$ cat src/rtl/ram_wprot_pkg.sv
package ram_wprot_pkg;

   typedef enum logic [1:0] {
      RGN_NONE = 2'd0,
      RGN_COP  = 2'd1,
      RGN_CPU  = 2'd2,
      RGN_SHR  = 2'd3
   } region_e;

   localparam logic [1:0] OFS_COP_HI = 2'd0;
   localparam logic [1:0] OFS_SHR_LO = 2'd1;
   localparam logic [1:0] OFS_SHR_HI = 2'd2;
   localparam logic [1:0] OFS_CTRL   = 2'd3;

   localparam int CTRL_PROT_BIT = 0;
   localparam int CTRL_IRQE_BIT = 1;
   localparam int CTRL_CLR_BIT  = 7;

   typedef struct packed {
      logic [7:0] cop_hi;
      logic [7:0] shr_lo;
      logic [7:0] shr_hi;
      logic       prot_en;
      logic       irq_en;
   } cfg_t;

endpackage

$ cat src/rtl/ram_wprot_regs.sv
module ram_wprot_regs
   import ram_wprot_pkg::*;
#(
   parameter int PAGE_W = 8
) (
   input  logic              clk,
   input  logic              rst_n,
   input  logic              wr_en,
   input  logic [1:0]        wr_ofs,
   input  logic [PAGE_W-1:0] wr_data,
   output cfg_t              cfg,
   output logic              flag_clr
);

   localparam int CTRL_W = CTRL_CLR_BIT + 1;

   logic [PAGE_W-1:0] cop_hi_q, shr_lo_q, shr_hi_q;
   logic              prot_q, irqe_q;

   always_ff @(posedge clk or negedge rst_n) begin
      if (!rst_n) begin
         cop_hi_q <= '0;
         shr_lo_q <= '0;
         shr_hi_q <= '0;
         prot_q   <= 1'b0;
         irqe_q   <= 1'b0;
      end else if (wr_en) begin
         case (wr_ofs)
            OFS_COP_HI: cop_hi_q <= wr_data;
            OFS_SHR_LO: shr_lo_q <= wr_data;
            OFS_SHR_HI: shr_hi_q <= wr_data;
            default: begin
               prot_q <= wr_data[CTRL_PROT_BIT];
               irqe_q <= wr_data[CTRL_IRQE_BIT];
            end
         endcase
      end
   end

   generate
      if (PAGE_W < CTRL_W) begin : g_bad_width
         $error("ram_wprot_regs: PAGE_W too narrow for control register");
      end
   endgenerate

   assign flag_clr = wr_en && (wr_ofs == OFS_CTRL) && wr_data[CTRL_CLR_BIT];

   always_comb begin
      cfg.cop_hi  = cop_hi_q;
      cfg.shr_lo  = shr_lo_q;
      cfg.shr_hi  = shr_hi_q;
      cfg.prot_en = prot_q;
      cfg.irq_en  = irqe_q;
   end

endmodule

$ cat src/rtl/ram_wprot_decode.sv
module ram_wprot_decode
   import ram_wprot_pkg::*;
#(
   parameter int          HI_W        = 12,
   parameter int          PAGE_W      = 8,
   parameter int unsigned RAM_TAG     = 32'hF,
   parameter int unsigned RAM_LO_PAGE = 32'h80
) (
   input  logic [HI_W-1:0] blk_addr,
   input  cfg_t            cfg,
   output region_e         region
);

   localparam int TAG_W = HI_W - PAGE_W;
   localparam logic [PAGE_W-1:0] LO_PG = PAGE_W'(RAM_LO_PAGE);

   logic [PAGE_W-1:0] page;
   logic              tag_hit;
   logic              in_ram, in_cop, in_shr;

   assign page = blk_addr[PAGE_W-1:0];

   generate
      if (TAG_W > 0) begin : g_tagged
         assign tag_hit = (blk_addr[HI_W-1:PAGE_W] == TAG_W'(RAM_TAG));
      end else begin : g_flat
         assign tag_hit = 1'b1;
      end
   endgenerate

   assign in_ram = tag_hit && (page >= LO_PG);
   assign in_cop = in_ram && (page <= cfg.cop_hi);
   assign in_shr = in_ram && (page >= cfg.shr_lo) && (page <= cfg.shr_hi);

   always_comb begin
      if (!in_ram)      region = RGN_NONE;
      else if (in_cop)  region = RGN_COP;
      else if (in_shr)  region = RGN_SHR;
      else              region = RGN_CPU;
   end

endmodule

$ cat src/rtl/ram_wprot_flag.sv
module ram_wprot_flag (
   input  logic clk,
   input  logic rst_n,
   input  logic set_i,
   input  logic clr_i,
   input  logic irq_en_i,
   output logic flag_o,
   output logic irq_o
);

   logic flag_q;

   always_ff @(posedge clk or negedge rst_n) begin
      if (!rst_n)      flag_q <= 1'b0;
      else if (set_i)  flag_q <= 1'b1;
      else if (clr_i)  flag_q <= 1'b0;
   end

   assign flag_o = flag_q;
   assign irq_o  = flag_q & irq_en_i;

endmodule

$ cat src/rtl/ram_wprot_unit.sv
module ram_wprot_unit
   import ram_wprot_pkg::*;
#(
   parameter int          ADDR_W      = 20,
   parameter int          BLK_LSB     = 8,
   parameter int          PAGE_W      = 8,
   parameter int unsigned RAM_TAG     = 32'hF,
   parameter int unsigned RAM_LO_PAGE = 32'h80
) (
   input  logic              clk,
   input  logic              rst_n,
   input  logic              reg_we,
   input  logic [1:0]        reg_addr,
   input  logic [7:0]        reg_wdata,
   input  logic              cpu_valid,
   input  logic              cpu_write,
   input  logic [ADDR_W-1:0] cpu_addr,
   output logic [1:0]        region,
   output logic              mem_wr_en,
   output logic              mem_rd_en,
   output logic              blocked,
   output logic              viol_flag,
   output logic              irq
);

   localparam int HI_W = ADDR_W - BLK_LSB;

   generate
      if (HI_W < PAGE_W) begin : g_bad_addr
         $error("ram_wprot_unit: ADDR_W too small for page field");
      end
      if (PAGE_W != 8) begin : g_bad_page
         $error("ram_wprot_unit: boundary registers are 8 bits wide");
      end
      if (RAM_LO_PAGE >= (32'd1 << PAGE_W)) begin : g_bad_lo
         $error("ram_wprot_unit: RAM_LO_PAGE out of range");
      end
   endgenerate

   cfg_t    cfg;
   logic    flag_clr;
   region_e rgn;
   logic    unused_ofs;

   assign unused_ofs = &{1'b0, cpu_addr[BLK_LSB-1:0]};

   ram_wprot_regs #(.PAGE_W(PAGE_W)) u_regs (
      .clk      (clk),
      .rst_n    (rst_n),
      .wr_en    (reg_we),
      .wr_ofs   (reg_addr),
      .wr_data  (reg_wdata),
      .cfg      (cfg),
      .flag_clr (flag_clr)
   );

   ram_wprot_decode #(
      .HI_W        (HI_W),
      .PAGE_W      (PAGE_W),
      .RAM_TAG     (RAM_TAG),
      .RAM_LO_PAGE (RAM_LO_PAGE)
   ) u_decode (
      .blk_addr (cpu_addr[ADDR_W-1:BLK_LSB]),
      .cfg      (cfg),
      .region   (rgn)
   );

   assign blocked   = cfg.prot_en && cpu_valid && cpu_write && (rgn == RGN_COP);
   assign mem_wr_en = cpu_valid && cpu_write && !blocked;
   assign mem_rd_en = cpu_valid && !cpu_write;
   assign region    = rgn;

   ram_wprot_flag u_flag (
      .clk      (clk),
      .rst_n    (rst_n),
      .set_i    (blocked),
      .clr_i    (flag_clr),
      .irq_en_i (cfg.irq_en),
      .flag_o   (viol_flag),
      .irq_o    (irq)
   );

endmodule

$ cat config.mk
export PLATFORM = sky130hd
export DESIGN_NAME = ram_wprot_unit
export DESIGN_NICKNAME = d
export VERILOG_FILES = /design/src/rtl/ram_wprot_pkg.sv /design/src/rtl/ram_wprot_regs.sv /design/src/rtl/ram_wprot_decode.sv /design/src/rtl/ram_wprot_flag.sv /design/src/rtl/ram_wprot_unit.sv
export SDC_FILE = /design/constraint.sdc
export NUM_CORES = 1
export LEC_CHECK = 0
export BUFFER_PORTS_ARGS = -buffer_cell sky130_fd_sc_hd__buf_2
export CAP_MARGIN = 20
export CORE_MARGIN = 5
export CORE_UTILIZATION = 40
export DETAILED_ROUTE_END_ITERATION = 16
export SYNTH_ARGS = -nofsm -noshare
export SYNTH_HDL_FRONTEND = slang
export SYNTH_SLANG_ARGS = --single-unit
$ cat constraint.sdc
create_clock -name clk -period 3.9 [get_ports clk]
set_clock_uncertainty 0.05 [all_clocks]
set_input_delay 0.975 -clock clk [delete_from_list [all_inputs] [get_ports clk]]
set_output_delay 0.975 -clock clk [all_outputs]
set_load 0.05 [all_outputs]
After elaboration in Yosys (flattened, before gate mapping)
Cells that the tools add are included.
{"block": "word_totals", "rom_bits": 0, "ramBits": 0, "latch_bits": 0, "wordCells": 43, "memories": 0, "reg_bits": 27}
{"block": "classes", "n_shift": 0, "muxes": 5, "mul": 0, "addsub": 0, "n_bitwise": 2, "eq_ne": 5, "n_reduce_logical": 21, "n_div": 0, "order_cmp": 4}
{"operator": "less-or-equal comparator 8 bit", "n": 2}
{"operator": "logical AND 1 bit", "n": 12}
{"operator": "greater-or-equal comparator 8 bit", "n": 1}
{"operator": "greater-or-equal comparator 8 bit, second input constant", "n": 1}
{"operator": "AND reduction 2 bit", "n": 4}
{"operator": "equality test 2 x 1 -> 1 bit, second input constant", "n": 2}
{"operator": "equality test 2 bit, second input constant", "n": 2}
{"operator": "equality test 4 bit, second input constant", "n": 1}
{"operator": "2-to-1 mux 2 bit", "n": 2}
{"operator": "2-to-1 mux 1 bit", "n": 3}
{"operator": "OR reduction 3 bit", "n": 1}
{"operator": "logical NOT 1 bit", "n": 2}
{"operator": "logical NOT 2 bit", "n": 1}
{"operator": "nonzero test 2 bit", "n": 1}
{"operator": "AND 1 bit", "n": 1}
{"operator": "inverter 1 bit", "n": 1}

Depth between registers and ports, before layout
Gate-level depths: netlist of run 1.
{"block": "depth", "ltp_word": 11, "depth_mapped": 8}

Cells and area by module
From an unflattened synthesis of run 1, not the netlist that was laid out.
{"block": "unflattened", "hier_cells": 153, "hier_area_um2": 1704.1}
{"module": "ram_wprot_regs", "cells_per_inst": 60, "instances": 1, "seq_area_each_um2": 650.6, "area_per_inst_um2": 1012.2}
{"module": "ram_wprot_decode", "cells_per_inst": 84, "instances": 1, "seq_area_each_um2": 0.0, "area_per_inst_um2": 600.6}
{"module": "ram_wprot_unit", "cells_per_inst": 5, "instances": 1, "seq_area_each_um2": 0.0, "area_per_inst_um2": 48.8}
{"module": "ram_wprot_flag", "cells_per_inst": 4, "instances": 1, "seq_area_each_um2": 25.0, "area_per_inst_um2": 42.5}

Worst setup path before layout of run 1
OpenSTA, ideal clock, no wires.
{"block": "synth_timing", "path_kind": "input-to-output", "start": "input port cpu_addr[9]", "end": "output port region[1]", "arrival_ns": 2.720, "slack_ns": 0.155, "stages": 6, "path_cell_list": "ha_1 -> nor2b_2 -> o211ai_2 -> a21oi_2 -> o22ai_2 -> nor3_1"}
{"block": "synth_via", "elab_chain_len": 5, "word_cells_on_any_way": 6, "cone_classes": "order compare: 2; mux: 2; reduce/logical: 2"}
{"item": "start, declared", "line": "ram_wprot_unit.sv:17", "text": "input logic [ADDR_W-1:0] cpu_addr,"}
{"item": "greater-or-equal comparator 8 bit", "line": "ram_wprot_decode.sv:31", "text": "assign in_ram = tag_hit && (page >= LO_PG);"}
{"item": "logical AND 1 bit", "line": "ram_wprot_decode.sv:31"}
{"item": "logical AND 1 bit", "line": "ram_wprot_decode.sv:32", "text": "assign in_cop = in_ram && (page <= cfg.cop_hi);"}
{"item": "2-to-1 mux 2 bit", "line": "ram_wprot_decode.sv:37", "text": "else if (in_cop) region = RGN_COP;"}
{"item": "2-to-1 mux 2 bit *", "line": "ram_wprot_decode.sv:36", "text": "if (!in_ram) region = RGN_NONE;"}
{"item": "end, declared", "line": "ram_wprot_unit.sv:18", "text": "output logic [1:0] region,"}
Mark *: on every way between the ends. The rest lies on a longest branch, timed or not.

Worst setup path in the final report of run 1
{"block": "layout_timing", "start": "input port cpu_addr[9]", "end": "output port blocked"}
{"block": "layout_via", "elab_chain_len": 9, "word_cells_on_any_way": 13, "cone_classes": "order compare: 4; eq/ne: 1; mux: 3; reduce/logical: 5"}
{"item": "greater-or-equal comparator 8 bit", "line": "ram_wprot_decode.sv:31"}
{"item": "logical AND 1 bit", "line": "ram_wprot_decode.sv:31"}
{"item": "logical AND 1 bit (2 in a row)", "line": "ram_wprot_decode.sv:33", "text": "assign in_shr = in_ram && (page >= cfg.shr_lo) && (page <= cfg.shr_hi);"}
{"item": "2-to-1 mux 1 bit", "line": "ram_wprot_decode.sv:38", "text": "else if (in_shr) region = RGN_SHR;"}
{"item": "2-to-1 mux 2 bit", "line": "ram_wprot_decode.sv:37"}
{"item": "2-to-1 mux 2 bit *", "line": "ram_wprot_decode.sv:36"}
{"item": "equality test 2 x 1 -> 1 bit *", "line": "ram_wprot_unit.sv:68", "text": "assign blocked = cfg.prot_en && cpu_valid && cpu_write && (rgn == RGN_COP);"}
{"item": "logical AND 1 bit *", "line": "ram_wprot_unit.sv:68"}
{"item": "end, declared", "line": "ram_wprot_unit.sv:21", "text": "output logic blocked,"}
Marked as above.

==> metrics.md, run 1 <==
| Metric | Value |
|---|---|
| Final wirelength | `3.55 mm` |
| I/O Buffers | `33` |
| CP max FO | `3` |
| CP Launch Type | `primary input` |
| DP Area | `0.00189 mm2` |
| Initial drt markers | `30` |
| RSZ-0062 raised after global routing | `no` |
| Die Height | `74.5 um` |
| Post-Synthesis Cells | `158` |
| Std-Cell Rows | `23` |
| Seq/Total Area, Yosys | `0.406` |
| Post-Synth XOR/XNOR Area | `0` |
| Initial antenna violation count | `0` |
| Synth area leaders | `dfrtp_1 (41%), ha_1 (18%), mux2_2 (13%), inv_1 (5.2%), a21oi_1 (3.3%)` |
| Mux cell area share after synthesis | `0.129` |
| CTS Root Cell | `clkbuf_8` |
| Cells along the critical path | `buf_2 -> ha_1 -> nor2b_2 -> o211ai_2 -> a21oi_2 -> o22ai_2 -> and3_4 -> nor2b_1 -> buf_2` |
| R2R depth | `8` |
| DRT antenna net count | `0` |
| Cts bufs inserted | `3` |
| Min-delay src | `u_regs.shr_lo_q[2]` |
| H-tree depth | `1` |
| Most used cell, CP | `buf_2` |
| Setup ws final | `334 ps` |
| GP Congestion | `0.777` |
| Area grow syn2layout | `16.1%` |
| Req. time, crit path | `2870 ps` |
| Cell area after layout | `0.00193 mm2` |
| Via/cell ratio | `5.17` |
| Simple-gate area share of the yosys netlist | `0.117` |
| Clock-pin transition on the worst setup and hold timing paths | `90 ps` |
| Reg-to-reg endpoint | `u_flag.flag_o` |
| Fmax | `280 MHz` |
| Post-Synth Adder-Cell Area | `0.181` |
| Outcome | `finished, final reports clean` |
| Post-CTS Hold Buffers | `0` |
| Final hold vios | `0` |
| Reg-to-reg startpoint | `u_regs.cop_hi_q[1]` |
| Flops & latches, synth | `27` |
| Setup Buffers After CTS | `0` |
| Remaining Overflow, GRT | `0` |
| Clock sink count | `27` |
| VDD IR max | `0.139 mV` |
| Netlist cell types | `28` |
| Family with the most delay on the worst path | `simple AND/OR/NAND/NOR gates` |
| CTS tree | `built` |
| Pre-CTS setup slack | `329 ps` |
| Fill count | `401` |
| Critical path origin | `cpu_addr[9]` |
| Setup crit end | `blocked` |
| Multi-input logic area | `896 um2` |
| First-pass GRT wire length | `6.02 mm` |
| Register area | `676 um2` |
| Total GRT Usage | `0.141` |
| Worst slew margin | `0.406` |
| Post-synthesis compound-gate area fraction | `0.112` |
| Largest family of logic cells by synthesized area | `adder cells` |
| Synthesized area | `0.00166 mm2` |
| Setup_tns | `0 ps` |
| Drt first pass iters | `4` |
| Reg-to-reg slack, setup | `2160 ps` |
| Core area | `0.00403 mm2` |
| Slew Limit Fails | `0` |
| Syn_area_per_cell | `10.5 um2` |
| Max-Cap Viols | `0` |
| Crit end category | `primary output` |
| Pwr dens | `389 mW/mm2` |
| Vias in the first global route | `1354` |
| Final worst path period share | `0.914` |
| Number of remaining DRC errors | `0` |
| # IOs | `42` |
| Clock tree buffer depth | `2` |
| Critical path depth in cells | `9` |
| LEAKAGE | `0.000966 uW` |
| Inserted Diodes | `0` |
| Top cell type's share of synthesized area | `0.406` |
| Pin count of the biggest net entering global routing | `28` |
| DIE WIDTH | `74.5 um` |
| Full die area | `0.00555 mm2` |
| Largest area contributor in the netlist | `dfrtp_1` |
| Share of layout cells above drive strength 1 | `0.325` |
| Syn Nets | `217` |
| PostCTS Resize Cnt | `0` |
| Crit path DAT | `2540 ps` |
| Starting Density | `0.413` |
| Nets | `254` |
| CP max stage delay | `300 ps` |
| Worst Path Buf+Inv | `2` |
| Worst-margin pin slew | `887 ps` |
| WL/cell | `14.5 um` |
| Final min period | `3570 ps` |
| Crit path kind | `primary input to primary output` |
| Total number of vias | `1262` |
| Final setup vio count | `0` |
| Hold WC Path Type | `flip-flop to flip-flop` |
| Worst skew pair latency | `270 ps` |
| Synth warn | `0` |
| DP HPWL | `2.88 mm` |
| Slowest CP cell | `ha_1` |
[sequential cells by signal, summed over array words and instances, names as in the netlist]
signal / cells
u_regs.shr_lo_q: 8
u_regs.prot_q: 1
u_regs.irqe_q: 1
u_regs.shr_hi_q: 8
u_flag.flag_o: 1
u_regs.cop_hi_q: 8
[routing by layer]
| layer | track usage | wire [um] |
|---|---|---|
| met5 | 0 | 0 |
| met4 | 0.0356 | 25 |
| met3 | 0.0270 | 170 |
| met2 | 0.249 | 1790 |
| met1 | 0.177 | 1560 |
[layout make-up]
class	count	share of cell area
Timing Repair Buffer	33	0.0855
Tap cell	50	0.0324
Sequential cell	27	0.350
Multi-Input combinational cell	107	0.464
Inverter	23	0.0447
Clock buffer	4	0.0233
[where the power goes]
part | internal (uW) | total, uW | switching (uW)
clock | 73.3 | 164 | 90.3
combinational | 109 | 234 | 125
sequential | 329 | 353 | 23.1
total | 511 | 750 | 239
[cell families after synthesis]
logic type / count (synthesis)
simple gates: 34
compound gates: 30
flops: 27
buf+inv: 24
fa+ha+maj: 24
mux: 19
[cells in the mapped netlist]
cell type / instances
o22a_1: 1
nor2b_2: 1
nand3b_1: 2
ha_1: 24
nand4_2: 1
nand3_1: 3
o211ai_2: 1
nand4_1: 4
a21oi_2: 1
o21a_1: 1
nor2_1: 3
and3_4: 1
mux2_2: 19
and2_1: 1
nor3b_2: 1
inv_1: 23
a32o_1: 1
nor2b_1: 3
o21ai_2: 1
buf_2: 1
o22ai_2: 1
o211ai_1: 1
nor3_1: 1
o21ai_0: 11
and4_1: 1
dfrtp_1: 27
a21oi_1: 11
nand2_1: 12
[cell usage in the layout, fill, tap and decap left out]
cell type  count
mux2_2        19
nor2b_2        1
ha_1          24
and3_4         1
clkbuf_1       1
o21ai_2        1
o22ai_2        1
nor2_1         3
nand2_1       12
buf_2         33
dfrtp_1       27
nor3_1         1
o22a_1         1
o211ai_2       1
nor2b_1        3
and2_1         1
a32o_1         1
a21oi_2        1
nand4_1        4
a21oi_1       11
nor3b_2        1
and4_1         1
inv_1         23
nand3_1        3
nand4_2        1
nand3b_1       2
o21ai_0       11
clkbuf_8       3
o21a_1         1
o211ai_1       1
[metrics by stage]
stage                     total power [uW]  hold slack (ps)  cells   util
after floorplan                        517              420    158      -
after global placement                 581              441    240  0.468
after detailed placement               595              449    240  0.468
after CTS                              757              471    244  0.479
after global routing                   802              486    244  0.479
final                                  750              470    244  0.479
[worst min-delay path by stage]
stage | to | cells after the start
floorplan | u_regs.irqe_q | 1
global placement | u_regs.shr_lo_q[2] | 1
detailed placement | u_regs.shr_lo_q[2] | 1
CTS | u_regs.shr_lo_q[2] | 1
global route | u_regs.shr_lo_q[2] | 1
finish | u_regs.shr_lo_q[2] | 1
Power figures use the tool's default switching activity.
==> run 2, diff against run 1 <==
- PLACE_DENSITY: not set -> 0.65
- clock period: 3.9 -> 3.1 ns (I/O delays scaled with it)
==> run 2 against run 1 <==
Compared with the run above: via count is 2.6% lower; die area stayed put; global-route usage is 1.2 points lower; register-to-register slack worse by 920 ps; flip-flop and latch count stayed put; largest power group unchanged.
==> metrics.md, run 2 (synthesis gave the netlist of run 1 again) <==
| Metric | Value |
|---|---|
| Post-CTS Hold Buffers | `0 (unchanged)` |
| Via/cell ratio | `4.98 (was 5.17)` |
| CTS tree | `built (unchanged)` |
| Final min period | `3010 ps` |
| First-pass GRT wire length | `5.43 mm (was 6.02 mm)` |
| Clock sink count | `27 (unchanged)` |
| Worst-margin pin slew | `604 ps (was 887 ps)` |
| I/O Buffers | `33 (unchanged)` |
| Full die area | `0.00555 mm2 (unchanged)` |
| H-tree depth | `1 (unchanged)` |
| Starting Density | `0.413 (unchanged)` |
| RSZ-0062 raised after global routing | `no (unchanged)` |
| Total number of vias | `1229 (was 1262)` |
| Vias in the first global route | `1206 (was 1354)` |
| Max-Cap Viols | `0 (unchanged)` |
| DP HPWL | `2.65 mm (was 2.88 mm)` |
| LEAKAGE | `0.000983 uW (was 0.000966 uW)` |
| Final wirelength | `3.35 mm (was 3.55 mm)` |
| Inserted Diodes | `0 (unchanged)` |
| Initial drt markers | `38 (was 30)` |
| Final hold vios | `0 (unchanged)` |
| Commonest non-fill, non-tap cells in the layout | `buf_2 (31), dfrtp_1 (27), inv_1 (23), ha_1 (23), mux2_2 (19) (was buf_2 (33), dfrtp_1 (27), ha_1 (24))` |
| Clock tree buffer depth | `2 (unchanged)` |
| DIE WIDTH | `74.5 um (unchanged)` |
| Final worst path period share | `0.972` |
| Cts bufs inserted | `3 (unchanged)` |
| Crit path kind | `primary input to primary output (unchanged)` |
| Std-Cell Rows | `23 (unchanged)` |
| Drt first pass iters | `4 (unchanged)` |
| Number of remaining DRC errors | `0 (unchanged)` |
| CP Launch Type | `primary input (unchanged)` |
| Fmax | `332 MHz` |
| DP Area | `0.00191 mm2 (was 0.00189 mm2)` |
| VDD IR max | `0.311 mV (was 0.139 mV)` |
| Hold WC Path Type | `primary input to asynchronous set/reset pin (was flip-flop to flip-flop)` |
| Pin count of the biggest net entering global routing | `28 (unchanged)` |
| CTS Root Cell | `clkbuf_8 (unchanged)` |
| Crit end category | `primary output (unchanged)` |
| Clock-pin transition on the worst setup and hold timing paths | `100 ps (was 90 ps)` |
| Core area | `0.00403 mm2 (unchanged)` |
| Remaining Overflow, GRT | `0 (unchanged)` |
| CP max FO | `3 (unchanged)` |
| Total GRT Usage | `0.129 (was 0.141)` |
| Total power | `948 uW (was 750 uW)` |
| Crit path DAT | `2190 ps (was 2540 ps)` |
| Setup_tns | `0 ps (unchanged)` |
| Req. time, crit path | `2270 ps (was 2870 ps)` |
| Largest registers | `u_regs.cop_hi_q: 8 flops, u_regs.shr_hi_q: 8 flops, u_regs.shr_lo_q: 8 flops (unchanged)` |
| Pwr dens | `473 mW/mm2 (was 389 mW/mm2)` |
| Final Util | `0.498 (was 0.479)` |
| Area grow syn2layout | `20.5% (was 16.1%)` |
| Outcome | `finished, final reports clean (unchanged)` |
| Initial antenna violation count | `0 (unchanged)` |
| Worst slew margin | `0.597 (was 0.406)` |
| DRT antenna net count | `0 (unchanged)` |
| # IOs | `42 (unchanged)` |
| Share of layout cells above drive strength 1 | `0.371 (was 0.325)` |
| Nets | `257 (was 254)` |
| Die Height | `74.5 um (unchanged)` |
| WL/cell | `13.6 um (was 14.5 um)` |
| Cell area after layout | `0.00200 mm2 (was 0.00193 mm2)` |
| Slew Limit Fails | `0 (unchanged)` |
| Commonest non-fill, non-tap cell in the layout | `buf_2 (unchanged)` |
| GP Congestion | `0.750 (was 0.777)` |
| Final setup vio count | `0 (unchanged)` |
| Worst skew pair latency | `280 ps (was 270 ps)` |
run 2: cell types whose count changed in the layout (fill, tap and decap cells not counted), sizes merged:
cell / previous run / this run
buf: 33 / 36
clkbuf: 4 / 3
clkinvlp: 0 / 1
run 2: worst paths after layout:
check	startpoint	endpoint	slack, ps	cells after the start
setup reg to reg	u_regs.cop_hi_q[1]	u_flag.flag_o	1240	9
hold reg to reg	u_regs.shr_hi_q[5]	u_regs.shr_hi_q[5]	460	1
min in group clk	u_regs.shr_hi_q[5]	u_regs.shr_hi_q[5]	460	1
hold / removal	rst_n	u_regs.shr_lo_q[1]	440	1
setup / recovery	cpu_addr[9]	blocked	90	9
max in group asynchronous	rst_n	u_regs.shr_lo_q[6]	2160	1
run 2: report_power, final:
part | switching (uW) | leakage [uW] | total [uW] | internal [uW]
Combinational | 159 | 0.000637 | 303 | 144
Sequential | 27.1 | 0.000325 | 441 | 414
Clock | 113 | 0.0000217 | 204 | 91.3
Total | 299 | 0.000983 | 948 | 650
run 2: timing repair:
item / in CTS / in global routing
pin swaps: 0 / 3
buffers inserted: 0 / 1
resized for setup: 1 / 8
endpoints found under the setup margin: 1 / 2
run 2: through the flow:
step,hold slack [ps],cells,setup slack [ps]
floorplan,420,158,47.1
global placement,438,242,-3.70
detailed placement,444,242,-27.0
CTS,465,246,15.6
global route,481,247,0.898
finish,443,247,87.3
run 2: area by class of cell:
| cell class | instances | area [um2] |
|---|---|---|
| tap | 50 | 62.6 |
| timing repair buffer | 36 | 200 |
| inverter | 23 | 86.3 |
| fill | 381 | 2020 |
| sequential | 27 | 676 |
| clock inverter | 1 | 7.51 |
| multi-input combinational | 107 | 931 |
| clock buffer | 3 | 41.3 |
run 2: routing by layer:
layer  track usage  part of all wire
met5             0                 0
met4        0.0415             0.014
met3        0.0243             0.055
met2         0.215              0.47
met1         0.169              0.46
run 2: worst max-delay path, cell delays in order:
cell and delay, ps:
buf_2 130, ha_4 240, nor2b_2 150, o211ai_2 160
a21oi_2 70, o22ai_2 140, and3_4 220, nor2b_4 150
buf_8 150
